<file path="src/rtl/memwait_pkg.sv">
// Shared constants and types for the wait-count issue gate.
// Assumes exactly six traffic kinds and three wait classes.
package memwait_pkg;

    localparam int NKIND  = 6;
    localparam int NCLASS = 3;

    localparam int K_GRD = 0;
    localparam int K_GWR = 1;
    localparam int K_LRD = 2;
    localparam int K_LWR = 3;
    localparam int K_SRD = 4;
    localparam int K_SWR = 5;

    localparam int C_VM = 0;
    localparam int C_WR = 1;
    localparam int C_SH = 2;

    typedef enum logic [2:0] {
        WS_STOPPED   = 3'd0,
        WS_RETURNING = 3'd1,
        WS_RUNNING   = 3'd2,
        WS_STALLED   = 3'd3,
        WS_WAITING   = 3'd4
    } wstat_e;

    // Which traffic kinds contribute to a wait class.
    function automatic logic [NKIND-1:0] class_mask(input int c);
        logic [NKIND-1:0] m;
        m = '0;
        case (c)
            C_VM:    begin m[K_GRD] = 1'b1; m[K_GWR] = 1'b1; end
            C_WR:    m[K_GWR] = 1'b1;
            default: begin
                m[K_LRD] = 1'b1; m[K_LWR] = 1'b1;
                m[K_SRD] = 1'b1; m[K_SWR] = 1'b1;
            end
        endcase
        return m;
    endfunction

endpackage

</file>
<file path="src/rtl/mw_kind_counter.sv">
// One saturating outstanding-operation counter.
// Issue adds one and completion subtracts one, and both together cancel.
// A step past either end is refused and flagged on fault_o (combinational).
module mw_kind_counter #(
    parameter int W = 6
) (
    input  logic         clk,
    input  logic         rst_n,
    input  logic         inc_i,
    input  logic         dec_i,
    output logic [W-1:0] cnt_o,
    output logic         fault_o
);
    localparam logic [W-1:0] MAXV = '1;

    logic up;
    logic dn;

    // Decode the net direction and detect out-of-range steps.
    always_comb begin
        up      = inc_i & ~dec_i;
        dn      = dec_i & ~inc_i;
        fault_o = (up && cnt_o == MAXV) || (dn && cnt_o == '0);
    end

    // Hold the count, and never wrap it.
    always_ff @(posedge clk) begin
        if (!rst_n)
            cnt_o <= '0;
        else if (up && cnt_o != MAXV)
            cnt_o <= cnt_o + 1'b1;
        else if (dn && cnt_o != '0)
            cnt_o <= cnt_o - 1'b1;
    end
endmodule

</file>
<file path="src/rtl/mw_class_eval.sv">
// Adds the per-kind counts into class counts and compares each with its threshold.
// A threshold of all ones always counts as met. idle_o reports all counts zero.
module mw_class_eval #(
    parameter int W  = 6,
    parameter int NK = memwait_pkg::NKIND,
    parameter int NC = memwait_pkg::NCLASS
) (
    input  logic [NK-1:0][W-1:0] cnt_i,
    input  logic [NC-1:0][W-1:0] thr_i,
    output logic [NC-1:0]        met_o,
    output logic                 all_met_o,
    output logic                 idle_o
);
    localparam int SW = W + $clog2(NK);
    localparam logic [W-1:0] NOWAIT = '1;

    for (genvar c = 0; c < NC; c++) begin : g_class
        localparam logic [NK-1:0] MASK = memwait_pkg::class_mask(c);
        logic [SW-1:0] sum;

        // Add up the counts of the kinds in this class and compare the total.
        always_comb begin
            sum = '0;
            for (int k = 0; k < NK; k++)
                if (MASK[k]) sum = sum + SW'(cnt_i[k]);
            met_o[c] = (thr_i[c] == NOWAIT) || (sum <= SW'(thr_i[c]));
        end
    end

    // Reduce the class results and detect that nothing is outstanding.
    always_comb begin
        all_met_o = &met_o;
        idle_o    = 1'b1;
        for (int k = 0; k < NK; k++)
            if (cnt_i[k] != '0) idle_o = 1'b0;
    end
endmodule

</file>
<file path="src/rtl/mw_status_fsm.sv">
// Wavefront status machine and issue-ready decision.
// Assumes load_ok already excludes a load that a clear cancels.
module mw_status_fsm
    import memwait_pkg::*;
(
    input  logic   clk,
    input  logic   rst_n,
    input  logic   launch_i,
    input  logic   hold_i,
    input  logic   retire_i,
    input  logic   load_ok_i,
    input  logic   all_met_i,
    input  logic   idle_i,
    input  logic   oldest_i,
    output wstat_e state_o,
    output logic   ready_o
);
    wstat_e nxt;

    // Next-status selection. In running: retire, then load, then hold.
    always_comb begin
        nxt = state_o;
        case (state_o)
            WS_STOPPED:   if (launch_i) nxt = WS_RUNNING;
            WS_RUNNING: begin
                if (retire_i)       nxt = WS_RETURNING;
                else if (load_ok_i) nxt = WS_WAITING;
                else if (hold_i)    nxt = WS_STALLED;
            end
            WS_STALLED:   if (!hold_i) nxt = WS_RUNNING;
            WS_WAITING:   if (!load_ok_i && all_met_i) nxt = WS_RUNNING;
            WS_RETURNING: if (idle_i) nxt = WS_STOPPED;
            default:      nxt = WS_STOPPED;
        endcase
    end

    // Status register.
    always_ff @(posedge clk) begin
        if (!rst_n) state_o <= WS_STOPPED;
        else        state_o <= nxt;
    end

    // Issue permission for the current status.
    always_comb begin
        ready_o = (state_o == WS_RUNNING) ||
                  (state_o == WS_WAITING && oldest_i && all_met_i);
    end
endmodule

</file>
<file path="src/rtl/memwait_gate.sv">
// Top of the wait-count issue gate: per-kind counters, threshold store,
// class evaluation and status machine. Inputs are assumed synchronous to clk.
module memwait_gate
    import memwait_pkg::*;
#(
    parameter int CW = 6
) (
    input  logic          clk,
    input  logic          rst_n,
    input  logic          launch_i,
    input  logic          hold_i,
    input  logic          retire_i,
    input  logic [5:0]    issue_i,
    input  logic [5:0]    done_i,
    input  logic          wait_load_i,
    input  logic          wait_clear_i,
    input  logic [CW-1:0] vm_thr_i,
    input  logic [CW-1:0] wr_thr_i,
    input  logic [CW-1:0] sh_thr_i,
    input  logic          oldest_is_wait_i,
    output logic          ready_o,
    output logic [2:0]    status_o,
    output logic          err_o
);
    logic [NKIND-1:0][CW-1:0]  cnt;
    logic [NKIND-1:0]          fault;
    logic [NCLASS-1:0][CW-1:0] thr_q;
    logic [NCLASS-1:0]         met;
    logic                      all_met;
    logic                      idle;
    logic                      load_ok;
    wstat_e                    state;

    for (genvar k = 0; k < NKIND; k++) begin : g_kind
        mw_kind_counter #(.W(CW)) u_cnt (
            .clk     (clk),
            .rst_n   (rst_n),
            .inc_i   (issue_i[k]),
            .dec_i   (done_i[k]),
            .cnt_o   (cnt[k]),
            .fault_o (fault[k])
        );
    end

    mw_class_eval #(.W(CW), .NK(NKIND), .NC(NCLASS)) u_eval (
        .cnt_i     (cnt),
        .thr_i     (thr_q),
        .met_o     (met),
        .all_met_o (all_met),
        .idle_o    (idle)
    );

    // A clear cancels a load given in the same cycle.
    always_comb load_ok = wait_load_i & ~wait_clear_i;

    // Threshold store: clear first, otherwise a load while running or waiting.
    always_ff @(posedge clk) begin
        if (!rst_n || wait_clear_i) begin
            thr_q <= '1;
        end else if (load_ok && (state == WS_RUNNING || state == WS_WAITING)) begin
            thr_q[C_VM] <= vm_thr_i;
            thr_q[C_WR] <= wr_thr_i;
            thr_q[C_SH] <= sh_thr_i;
        end
    end

    // One-cycle error flag from any refused counter step.
    always_ff @(posedge clk) begin
        if (!rst_n) err_o <= 1'b0;
        else        err_o <= |fault;
    end

    mw_status_fsm u_fsm (
        .clk       (clk),
        .rst_n     (rst_n),
        .launch_i  (launch_i),
        .hold_i    (hold_i),
        .retire_i  (retire_i),
        .load_ok_i (load_ok),
        .all_met_i (all_met),
        .idle_i    (idle),
        .oldest_i  (oldest_is_wait_i),
        .state_o   (state),
        .ready_o   (ready_o)
    );

    // Drive the status port from the state register.
    always_comb status_o = state;
endmodule

</file>
<file path="config.mk">
export PLATFORM = sky130hd
export DESIGN_NAME = memwait_gate
export DESIGN_NICKNAME = d
export VERILOG_FILES = /design/src/rtl/memwait_pkg.sv /design/src/rtl/mw_kind_counter.sv /design/src/rtl/mw_class_eval.sv /design/src/rtl/mw_status_fsm.sv /design/src/rtl/memwait_gate.sv
export SDC_FILE = /design/constraint.sdc
export NUM_CORES = 1
export LEC_CHECK = 0
export BUFFER_PORTS_ARGS = -buffer_cell sky130_fd_sc_hd__buf_2
export CORE_UTILIZATION = 35
export DETAILED_ROUTE_END_ITERATION = 12
export PLACE_DENSITY_LB_ADDON = 0.3
export REMOVE_ABC_BUFFERS = 1
export SKIP_LAST_GASP = 1
export SYNTH_ARGS = -nofsm -noshare
export SYNTH_HDL_FRONTEND = slang
export SYNTH_SLANG_ARGS = --single-unit
</file>
<file path="constraint.sdc">
create_clock -name clk -period 7.87 [get_ports clk]
set_input_delay 1.9675 -clock clk [delete_from_list [all_inputs] [get_ports clk]]
set_output_delay 1.9675 -clock clk [all_outputs]
set_load 0.005 [all_outputs]
</file>
==> results of run 1 <==
cell type report:
cell class | count | area (um2)
fill | 1311 | 7780
multi-input combinational | 436 | 3350
sequential | 58 | 1160
clock buffer | 11 | 243
tap | 176 | 220
timing repair buffer | 43 | 218
inverter | 51 | 191
clock inverter | 5 | 30.0
cell usage in the layout, fill, tap and decap left out, types with 8 or more instances in the layout:
cell type / instances
nor2b_1: 10
and2_1: 13
nand3_1: 27
xor2_1: 11
dfxtp_1: 58
nand2b_1: 9
a21o_1: 19
ha_1: 60
clkbuf_16: 9
nand3b_1: 8
fa_1: 15
inv_1: 51
mux2i_1: 10
xnor2_1: 30
buf_2: 42
nor2_1: 11
o21ai_0: 11
nand2_1: 67
nand4_1: 10
nor4_1: 8
a21boi_0: 15
a21oi_1: 30
o211ai_1: 17
cell families after synthesis:
group / after synthesis
AND/OR/NAND/NOR: 183
buffers and inverters: 61
adder cells (fa/ha/maj): 75
flip-flops: 58
AO/OA/AOI/OAI: 127
multiplexers: 10
XOR/XNOR: 41
metal layers:
metal | vias up | routed length (um) | global-route usage
li1 | 2062 | - | -
met1 | 1854 | 5290 | 0.205
met2 | 80 | 4890 | 0.274
met3 | 18 | 532 | 0.0502
met4 | 0 | 268 | 0.0681
met5 | - | 0 | 0
worst min-delay path, delay by kind of cell (launching register included):
kind | cells | cell delay, ns
DFF | 1 | 0.33
and+or+nand+nor | 2 | 0.12
registers in the layout, indices dropped and copies added (netlist names):
signal              count
err_o                   1
g_kind.u_cnt.cnt_o     36
thr_q                  18
u_fsm.state_o           3
power by group:
part / total [W] / switching [W] / leakage [nW] / internal (W)
sequential: 0.000444 / 0.0000910 / 0.477 / 0.000353
combinational: 0.000840 / 0.000446 / 2.06 / 0.000394
clock: 0.000366 / 0.000146 / 0.131 / 0.000220
how the worst min path moves through the flow:
stage	startpoint	end	slack (ns)
final	thr_q[0]	thr_q[0]	0.51
after global routing	thr_q[0]	thr_q[0]	0.52
after CTS	thr_q[0]	thr_q[0]	0.51
after detailed placement	thr_q[6]	thr_q[6]	0.50
after global placement	thr_q[0]	thr_q[0]	0.49
after floorplan	thr_q[6]	thr_q[6]	0.46
metrics by stage:
stage | cell area, um2 | util | power, W
after floorplan | 4690 | - | 0.00108
after global placement | 5140 | 0.389 | 0.00124
after detailed placement | 5140 | 0.389 | 0.00128
after CTS | 5410 | 0.410 | 0.00166
after global routing | 5410 | 0.410 | 0.00180
final | 5410 | 0.410 | 0.00165
==> impl_results.md, run 1 <==
- Status: finished, final reports clean
- Max incr delay on CP: 0.49 ns
- Pwr/cell area: 305 mW/mm2
- Die width: 118 um
- Setup slack at placement: 1.65 ns
- Vias in the first global route: 4038
- Crit path max fanout: 6
- Rows: 42
- Slew @ Worst Pin: 1.26 ns
- Largest net degree at the start of global routing: 41
- Core box area: 0.0132 mm2
- Drt first pass iters: 4
- DP HPWL: 8560 um
- Adder-cell share of the synthesized area: 0.222
- CP top delay family: adder cells
- DR vias: 4014
- Post-Syn Area per Cell: 8.53 um2
- Warnings, synthesis: 0
- CP Data Arrival Time: 4.64 ns
- Critical Path Stages: 17
- Final setup margin: 1.26 ns
- Area Growth Syn to Fin: 14.3%
- Tmin final: 6.61 ns
- Final Wtd Congestion: 0.860
- Clock transition at path regs: 0.05 ns
- Worst r2r src: g_kind[3].u_cnt.cnt_o[0]
- CP cell instances: ha_1 -> inv_1 -> fa_1 -> fa_1 -> inv_1 -> ha_1 -> fa_1 -> a21o_1 -> a21oi_1 -> xnor2_1 -> ha_1 -> o22ai_1 -> a21oi_1 -> a2111o_1 -> and2_1 -> o22ai_2 -> buf_2
- # hold bufs at CTS: 0
- Maximum VDD drop: 0.000104 V
- Worst reg-to-reg path cell count: 16
- Reg2reg setup slack: 3.57 ns
- Setup TNS: 0 ns
- Synth area leader: dfxtp_1
- RSZ-0062 raised after global routing: no
- Initial Utilization: 0.359
- Boundary Pins: 43
- Top cell type's share of synthesized area: 0.245
- Startpoint types: register
- Final Hold Viols: 0
- Crit path from: g_kind[3].u_cnt.cnt_o[0]
- First-pass GRT wire length: 18800 um
- H-tree depth: 3
- Total global routing overflow: 0
- Clock root buffer: clkbuf_16
- DRC violations left: 0
- Seq/Total Area, Yosys: 0.245
- WP buf/inv: 3
- Post-CTS Resized: 0
- Largest family of logic cells by synthesized area: adder cells
- Hold WS: 0.506 ns
- Reg2reg end: u_fsm.state_o[2]
- TritonCTS Buffers: 9
- Post-Route WL: 11000 um
- Complex-gate fraction of the synthesized area: 0.187
- Slew headroom: 0.156
- Worst setup path end: ready_o
- Fraction of layout cells with a size suffix above 1: 0.106
- Peak Freq: 151 MHz
- Vias per cell: 5.15
- Slew Limit Fails: 0
- Final worst path period share: 0.840
- Nets: 712
- Chip height: 118 um
- Final cell count without fillers: 780
- Worst setup path class: reg -> out
- Clock sinks: 58
- Max-cap violations: 0
- Ant. Diodes: 0
- Initial DRC count: 191
- # setup viols final: 0
- Post-synth EDFFs: 0
- Post-synthesis xor/xnor area fraction: 0.0759
- Port-buffer cells: 42
- Hold Path Stages: 2
- Post-Synth Simple-Gate Area: 0.200
- Yosys reg bits: 58
- Clock buffer depth: 2
- Post-Synthesis Cell Area: 0.00473 mm2
- Yosys cell types: 48
- Ys flop type: dfxtp_1
- Hold crit path type: reg -> reg
- Worst-skew pair later-pin latency: 0.34 ns
- Die area: 0.0140 mm2
- Top-count cell post-synth: nand2_1
- Setup crit end kind: primary output
- CTS tree: done
- Setup Buffers After CTS: 0
- Most instantiated cells after synthesis: 67 x nand2_1, 60 x ha_1, 58 x dfxtp_1
- Leak: 2.67 nW
- Layout Skew: 0.00917 ns
- Cells after Synth: 555
- DR WL/cell: 14.1 um
- Critical Path RT: 5.90 ns
- FFs w/ async S/R, synth: 0
- Mux cell area share after synthesis: 0.0211
- Top post-synthesis cells by area: dfxtp_1 25%, ha_1 16%, fa_1 6.3%, xnor2_1 5.6%, nand2_1 5.3%
- Placed cell count: 764
- Gr usage total: 0.168
- Post-DRT Antenna Nets: 0
- Slowest-stage cell, CP: fa_1
- Initial antenna violation count: 0
Power figures use the tool's default switching activity.
==> run 2, diff against run 1 <==
==> constraint.sdc (replaced) <==
create_clock -name clk -period 6.9 [get_ports clk]
set_input_delay 1.725 -clock clk [delete_from_list [all_inputs] [get_ports clk]]
set_output_delay 1.725 -clock clk [all_outputs]
set_load 0.005 [all_outputs]
==> impl_results.md, run 2 (synthesis gave the netlist of run 1 again) <==
- RSZ-0062 raised after global routing: no (unchanged)
- Maximum VDD drop: 0.000138 V (was 0.000104 V)
- Post-Route WL: 10900 um (was 11000 um)
- Initial antenna violation count: 0 (unchanged)
- Final setup margin: 0.584 ns (was 1.26 ns)
- Largest net degree at the start of global routing: 41 (unchanged)
- Hold Path Stages: 2 (unchanged)
- Reg2reg setup slack: 2.64 ns (was 3.57 ns)
- Area Growth Syn to Fin: 15.3% (was 14.3%)
- Commonest non-fill, non-tap cells in the layout: 67 x nand2_1, 60 x ha_1, 58 x dfxtp_1, 51 x inv_1, 42 x buf_2 (unchanged)
- Worst r2r src: g_kind[2].u_cnt.cnt_o[0] (was g_kind[3].u_cnt.cnt_o[0])
- Placed cell count: 764 (unchanged)
- Post-CTS Resized: 0 (unchanged)
- Setup slack at placement: 0.954 ns (was 1.65 ns)
- CP Data Arrival Time: 4.59 ns (was 4.64 ns)
- Vias in the first global route: 3942 (was 4038)
- Switching power: 0.000776 W (was 0.000683 W)
- Total global routing overflow: 0 (unchanged)
- Clock root buffer: clkbuf_16 (unchanged)
- Boundary Pins: 43 (unchanged)
- Setup TNS: 0 ns (unchanged)
- Slew Limit Fails: 0 (unchanged)
- Final cell count without fillers: 780 (unchanged)
- Hold WS: 0.517 ns (was 0.506 ns)
- # setup viols final: 0 (unchanged)
- H-tree depth: 3 (unchanged)
- Rows: 42 (unchanged)
- Clock buffer depth: 2 (unchanged)
- Core box area: 0.0132 mm2 (unchanged)
- Port-buffer cells: 42 (unchanged)
- Startpoint types: register (unchanged)
- Hold crit path type: reg -> reg (unchanged)
- Critical Path RT: 5.18 ns (was 5.90 ns)
- Max-cap violations: 0 (unchanged)
- DR vias: 3994 (was 4014)
- Initial DRC count: 192 (was 191)
- Post-DRT Antenna Nets: 0 (unchanged)
- TritonCTS Buffers: 9 (unchanged)
- Layout Skew: 0.00809 ns (was 0.00917 ns)
- Leak: 2.69 nW (was 2.67 nW)
- Clk pwr share: 0.250 (was 0.222)
- Clock transition at path regs: 0.06 ns (was 0.05 ns)
- Worst setup path class: reg -> out (unchanged)
- Die area: 0.0140 mm2 (unchanged)
- Vias per cell: 5.12 (was 5.15)
- Tmin final: 6.32 ns
- Ant. Diodes: 0 (unchanged)
- Fraction of layout cells with a size suffix above 1: 0.106 (unchanged)
- Final Wtd Congestion: 0.856 (was 0.860)
- Largest regs: g_kind.u_cnt.cnt_o x36, thr_q x18, u_fsm.state_o x3 (unchanged)
- Register with the most flip-flops: g_kind.u_cnt.cnt_o (unchanged)
- CTS tree: done (unchanged)
- Hold wc startpoint: thr_q[12] (was thr_q[0])
- Worst reg-to-reg path cell count: 17 (was 16)
- Status: finished, final reports clean (unchanged)
- Peak Freq: 158 MHz
- First-pass GRT wire length: 18600 um (was 18800 um)
- Pwr/cell area: 358 mW/mm2 (was 305 mW/mm2)
- Worst Hold Path EP: thr_q[12] (was thr_q[0])
- Clock sinks: 58 (unchanged)
- Final Util: 0.414 (was 0.410)
- Chip height: 118 um (unchanged)
- Die width: 118 um (unchanged)
- Final Hold Viols: 0 (unchanged)
- Final worst path period share: 0.915
- Crit path max fanout: 6 (unchanged)
- Reg2reg end: u_fsm.state_o[2] (unchanged)
- Slew headroom: 0.153 (was 0.156)
- Sw frac: 0.398 (was 0.414)
- Comb pwr share: 0.491 (was 0.509)
- Setup Buffers After CTS: 0 (unchanged)
- Initial Utilization: 0.359 (unchanged)
- DRC violations left: 0 (unchanged)
- Slew @ Worst Pin: 1.27 ns (was 1.26 ns)
- Gr usage total: 0.167 (was 0.168)
- DR WL/cell: 14.0 um (was 14.1 um)
- Nets: 712 (unchanged)
- Seq pwr share: 0.259 (was 0.269)
- Setup crit end kind: primary output (unchanged)
- Worst-skew pair later-pin latency: 0.34 ns (about the same)
- Drt first pass iters: 5 (was 4)
- Max reg flops: 36 (unchanged)
- Internal power: 0.00118 W (was 0.000966 W)
- DP HPWL: 8550 um (was 8560 um)
- Commonest non-fill, non-tap cell in the layout: nand2_1 (unchanged)
- # hold bufs at CTS: 0 (unchanged)
-- run 2: layout make-up --
type | count | area [um2]
Tap cell | 176 | 220
Multi-Input combinational cell | 436 | 3350
Fill cell | 1325 | 7730
Inverter | 51 | 191
Clock buffer | 11 | 243
Timing Repair Buffer | 43 | 218
Clock inverter | 5 | 77.6
Sequential cell | 58 | 1160
-- run 2: worst max-delay path by stage --
stage | slack, ns | cells past startpoint | endpoint | start
after global routing | 0.38 | 18 | ready_o | g_kind[2].u_cnt.cnt_o[0]
final | 0.58 | 18 | ready_o | g_kind[2].u_cnt.cnt_o[0]
after CTS | 0.58 | 18 | ready_o | g_kind[3].u_cnt.cnt_o[0]
after detailed placement | 0.95 | 18 | ready_o | g_kind[3].u_cnt.cnt_o[0]
after floorplan | 1.35 | 16 | ready_o | g_kind[3].u_cnt.cnt_o[0]
after global placement | 1.07 | 17 | ready_o | g_kind[3].u_cnt.cnt_o[0]
-- run 2: power by group through the flow --
| stage | Clock, W | Combinational (W) | Sequential (W) |
|---|---|---|---|
| after floorplan | 0 | 0.000752 | 0.000480 |
| after global placement | 0 | 0.000910 | 0.000508 |
| after detailed placement | 0 | 0.000950 | 0.000513 |
| after CTS | 0.000499 | 0.000963 | 0.000506 |
| after global routing | 0.000515 | 0.00109 | 0.000520 |
| final | 0.000488 | 0.000958 | 0.000506 |
-- run 2: routing by layer --
metal,wire length (um),up-vias,GRT usage,share of wire
met5,0,-,0,0
met4,240,0,0.0737,0.022
met3,459,19,0.0415,0.042
met2,4740,77,0.260,0.44
met1,5440,1834,0.216,0.50
li1,-,2064,-,-
-- run 2: metrics by stage --
stage          cell area (um2)  total power [W]
2_1_floorplan             4690          0.00123
3_3_place_gp              5140          0.00142
3_5_place_dp              5140          0.00146
4_1_cts                   5460          0.00197
5_1_grt                   5460          0.00213
6_report                  5460          0.00195
-- run 2: critical path: stages, from the launching register on --
cell      delay [ns]
dfxtp_1         0.46
ha_1            0.21
inv_1           0.06
fa_1            0.44
fa_1            0.49
inv_1           0.04
ha_1            0.21
fa_1            0.41
a21o_1          0.21
a21oi_1         0.18
xnor2_1         0.09
ha_1            0.29
nand4_1         0.09
o22ai_1         0.14
a21oi_1         0.06
a2111o_1        0.41
and2_1          0.19
o22ai_2         0.12
buf_2           0.13
==> run 3, diff against run 2 <==
--- a/config.mk
+++ b/config.mk
@@ -6,10 +6,13 @@
 export NUM_CORES = 1
 export LEC_CHECK = 0
 export BUFFER_PORTS_ARGS = -buffer_cell sky130_fd_sc_hd__buf_2
+export CELL_PAD_IN_SITES_DETAIL_PLACEMENT = 1
+export CELL_PAD_IN_SITES_GLOBAL_PLACEMENT = 1
 export CORE_UTILIZATION = 35
 export DETAILED_ROUTE_END_ITERATION = 12
 export PLACE_DENSITY_LB_ADDON = 0.3
 export REMOVE_ABC_BUFFERS = 1
+export SETUP_SLACK_MARGIN = 0.5
 export SKIP_LAST_GASP = 1
 export SYNTH_ARGS = -nofsm -noshare
 export SYNTH_HDL_FRONTEND = slang
==> impl_results.md, run 3 (synthesis gave the netlist of run 1 again) <==
- First-pass GRT wire length: 21300 um (was 18600 um)
- Tmin final: 6.13 ns (was 6.32 ns)
- Port-buffer cells: 42 (unchanged)
- Fillers: 1579 (was 1325)
- Pwr/cell area: 357 mW/mm2 (was 358 mW/mm2)
- Setup crit end kind: primary output (unchanged)
- Status: finished, final reports clean (unchanged)
- H-tree depth: 3 (unchanged)
- Slew Limit Fails: 0 (unchanged)
- Initial antenna violation count: 0 (unchanged)
- Final worst path period share: 0.889 (was 0.915)
- Final Wtd Congestion: 0.836 (was 0.856)
- Vias in the first global route: 4377 (was 3942)
- Commonest non-fill, non-tap cell in the layout: nand2_1 (unchanged)
- Initial Utilization: 0.359 (unchanged)
- Nets: 714 (was 712)
- Final Hold Viols: 0 (unchanged)
- Area Growth Syn to Fin: 15.4% (was 15.3%)
- Rows: 42 (unchanged)
- Maximum VDD drop: 0.000167 V (was 0.000138 V)
- Final cell count without fillers: 781 (was 780)
- Slowest-stage cell, CP: fa_1 (unchanged)
- Layout Skew: 0.00701 ns (was 0.00809 ns)
- Chip height: 118 um (unchanged)
- Crit path max fanout: 6 (unchanged)
- Largest regs: g_kind.u_cnt.cnt_o x36, thr_q x18, u_fsm.state_o x3 (unchanged)
- CP cell instances: ha_1 -> inv_1 -> fa_1 -> xor2_1 -> fa_1 -> inv_1 -> fa_2 -> a21o_1 -> a21oi_2 -> xnor2_1 -> ha_1 -> nand4_1 -> o22ai_1 -> a21oi_1 -> a2111o_1 -> and2_1 -> o22ai_2 -> buf_2 (was ha_1 -> inv_1 -> fa_1 -> fa_1 -> inv_1 -> ha_1 -> fa_1 -> a21o_1 -> a21oi_1 -> xnor2_1 -> ha_1 -> nand4_1 -> o22ai_1 -> a21oi_1 -> a2111o_1 -> and2_1 -> o22ai_2 -> buf_2)
- Startpoint types: register (unchanged)
- Boundary Pins: 43 (unchanged)
- Area of the multi-input gates: 0.00336 mm2 (was 0.00335 mm2)
- Post-CTS Resized: 0 (unchanged)
- Worst setup path class: reg -> out (unchanged)
- # setup viols final: 0 (unchanged)
- Total global routing overflow: 0 (unchanged)
- Routed wl met3: 386 um (was 459 um)
- DR vias: 4105 (was 3994)
- Clock transition at path regs: 0.05 ns (was 0.06 ns)
- Vias per cell: 5.26 (was 5.12)
- Reg area: 0.00117 mm2 (was 0.00116 mm2)
- Core box area: 0.0132 mm2 (unchanged)
- CP top delay family: adder cells (unchanged)
- Peak Freq: 163 MHz (was 158 MHz)
- RSZ-0062 raised after global routing: no (unchanged)
- Leak: 2.70 nW (was 2.69 nW)
- WP buf/inv: 3 (unchanged)
- DP HPWL: 10000 um (was 8550 um)
- Clock buffer depth: 2 (unchanged)
- # hold bufs at CTS: 0 (unchanged)
- Clock sinks: 58 (unchanged)
- Critical Path RT: 5.18 ns (about the same)
- CTS tree: done (unchanged)
- Top sig layer: met4 (unchanged)
- Largest net degree at the start of global routing: 23 (was 41)
- Slew headroom: 0.459 (was 0.153)
- Gr usage total: 0.193 (was 0.167)
- Wl on met1: 5550 um (was 5440 um)
- Slew @ Worst Pin: 0.808 ns (was 1.27 ns)
- TritonCTS Buffers: 9 (unchanged)
- Hold crit path type: reg -> reg (unchanged)
- Worst-skew pair later-pin latency: 0.35 ns (was 0.34 ns)
- Register with the most flip-flops: g_kind.u_cnt.cnt_o (unchanged)
- Placed cell count: 766 (was 764)
- Fraction of layout cells with a size suffix above 1: 0.119 (was 0.106)
- Ant. Diodes: 0 (unchanged)
- DRC violations left: 0 (unchanged)
- CP Data Arrival Time: 4.41 ns (was 4.59 ns)
- Max incr delay on CP: 0.51 ns (was 0.49 ns)
- Max-cap violations: 0 (unchanged)
- Die width: 118 um (unchanged)
- Setup TNS: 0 ns (unchanged)
- Setup Buffers After CTS: 0 (unchanged)
- Post-Route WL: 12500 um (was 10900 um)
- Post-DRT Antenna Nets: 0 (unchanged)
- Clock root buffer: clkbuf_16 (unchanged)
- DR WL/cell: 16.0 um (was 14.0 um)
- Initial DRC count: 151 (was 192)
- Die area: 0.0140 mm2 (unchanged)
- Met2 WL: 6350 um (was 4740 um)
- Drt first pass iters: 4 (was 5)
- Commonest non-fill, non-tap cells in the layout: 67 x nand2_1, 60 x ha_1, 54 x dfxtp_1, 51 x inv_1, 42 x buf_2 (was 67 x nand2_1, 60 x ha_1, 58 x dfxtp_1, 51 x inv_1, 42 x buf_2)
- Max reg flops: 36 (unchanged)
-- run 3: path summary, 6_finish.rpt --
path | startpoint | end | slack (ns) | cells past startpoint
worst max-delay path | g_kind[2].u_cnt.cnt_o[0] | ready_o | 0.77 | 18
worst min-delay path | thr_q[12] | thr_q[12] | 0.52 | 2
worst max register to register | g_kind[2].u_cnt.cnt_o[0] | u_fsm.state_o[1] | 2.82 | 17
worst min register to register | thr_q[12] | thr_q[12] | 0.52 | 2
-- run 3: area by class of cell --
type / instances / share of cell area
inverter: 51 / 0.0350
timing repair buffer: 45 / 0.0426
clock inverter: 3 / 0.00733
multi-input combinational: 436 / 0.615
clock buffer: 12 / 0.0451
tap: 176 / 0.0403
sequential: 58 / 0.214
-- run 3: routing by layer --
layer	vias up	global-route usage
met5	-	0
met1	1983	0.219
li1	2063	-
met2	45	0.347
met3	14	0.0434
met4	0	0.0745
-- run 3: power breakdown --
part           switching [W]  internal (W)
registers           0.000105      0.000404
logic               0.000533      0.000457
clock network       0.000165      0.000286
-- run 3: per-stage QoR --
stage	util	area [um2]	hold WS (ns)	power, W	worst slack, ns
finish	0.414	5460	0.519	0.00195	0.767
detailed placement	0.391	5150	0.507	0.00150	0.906
CTS	0.412	5440	0.521	0.00196	0.522
global placement	0.391	5150	0.499	0.00143	1.06
floorplan	-	4690	0.465	0.00123	1.35
global route	0.414	5460	0.545	0.00213	0.568
-- run 3: worst register-to-register path, delay by kind of cell (launching register included) --
family / cells / cell delay [ns]
compound gates: 6 / 1.18
xor+xnor: 2 / 0.28
fa+ha+maj: 5 / 1.77
buf+inv: 2 / 0.14
flops: 1 / 0.38
simple gates: 2 / 0.26
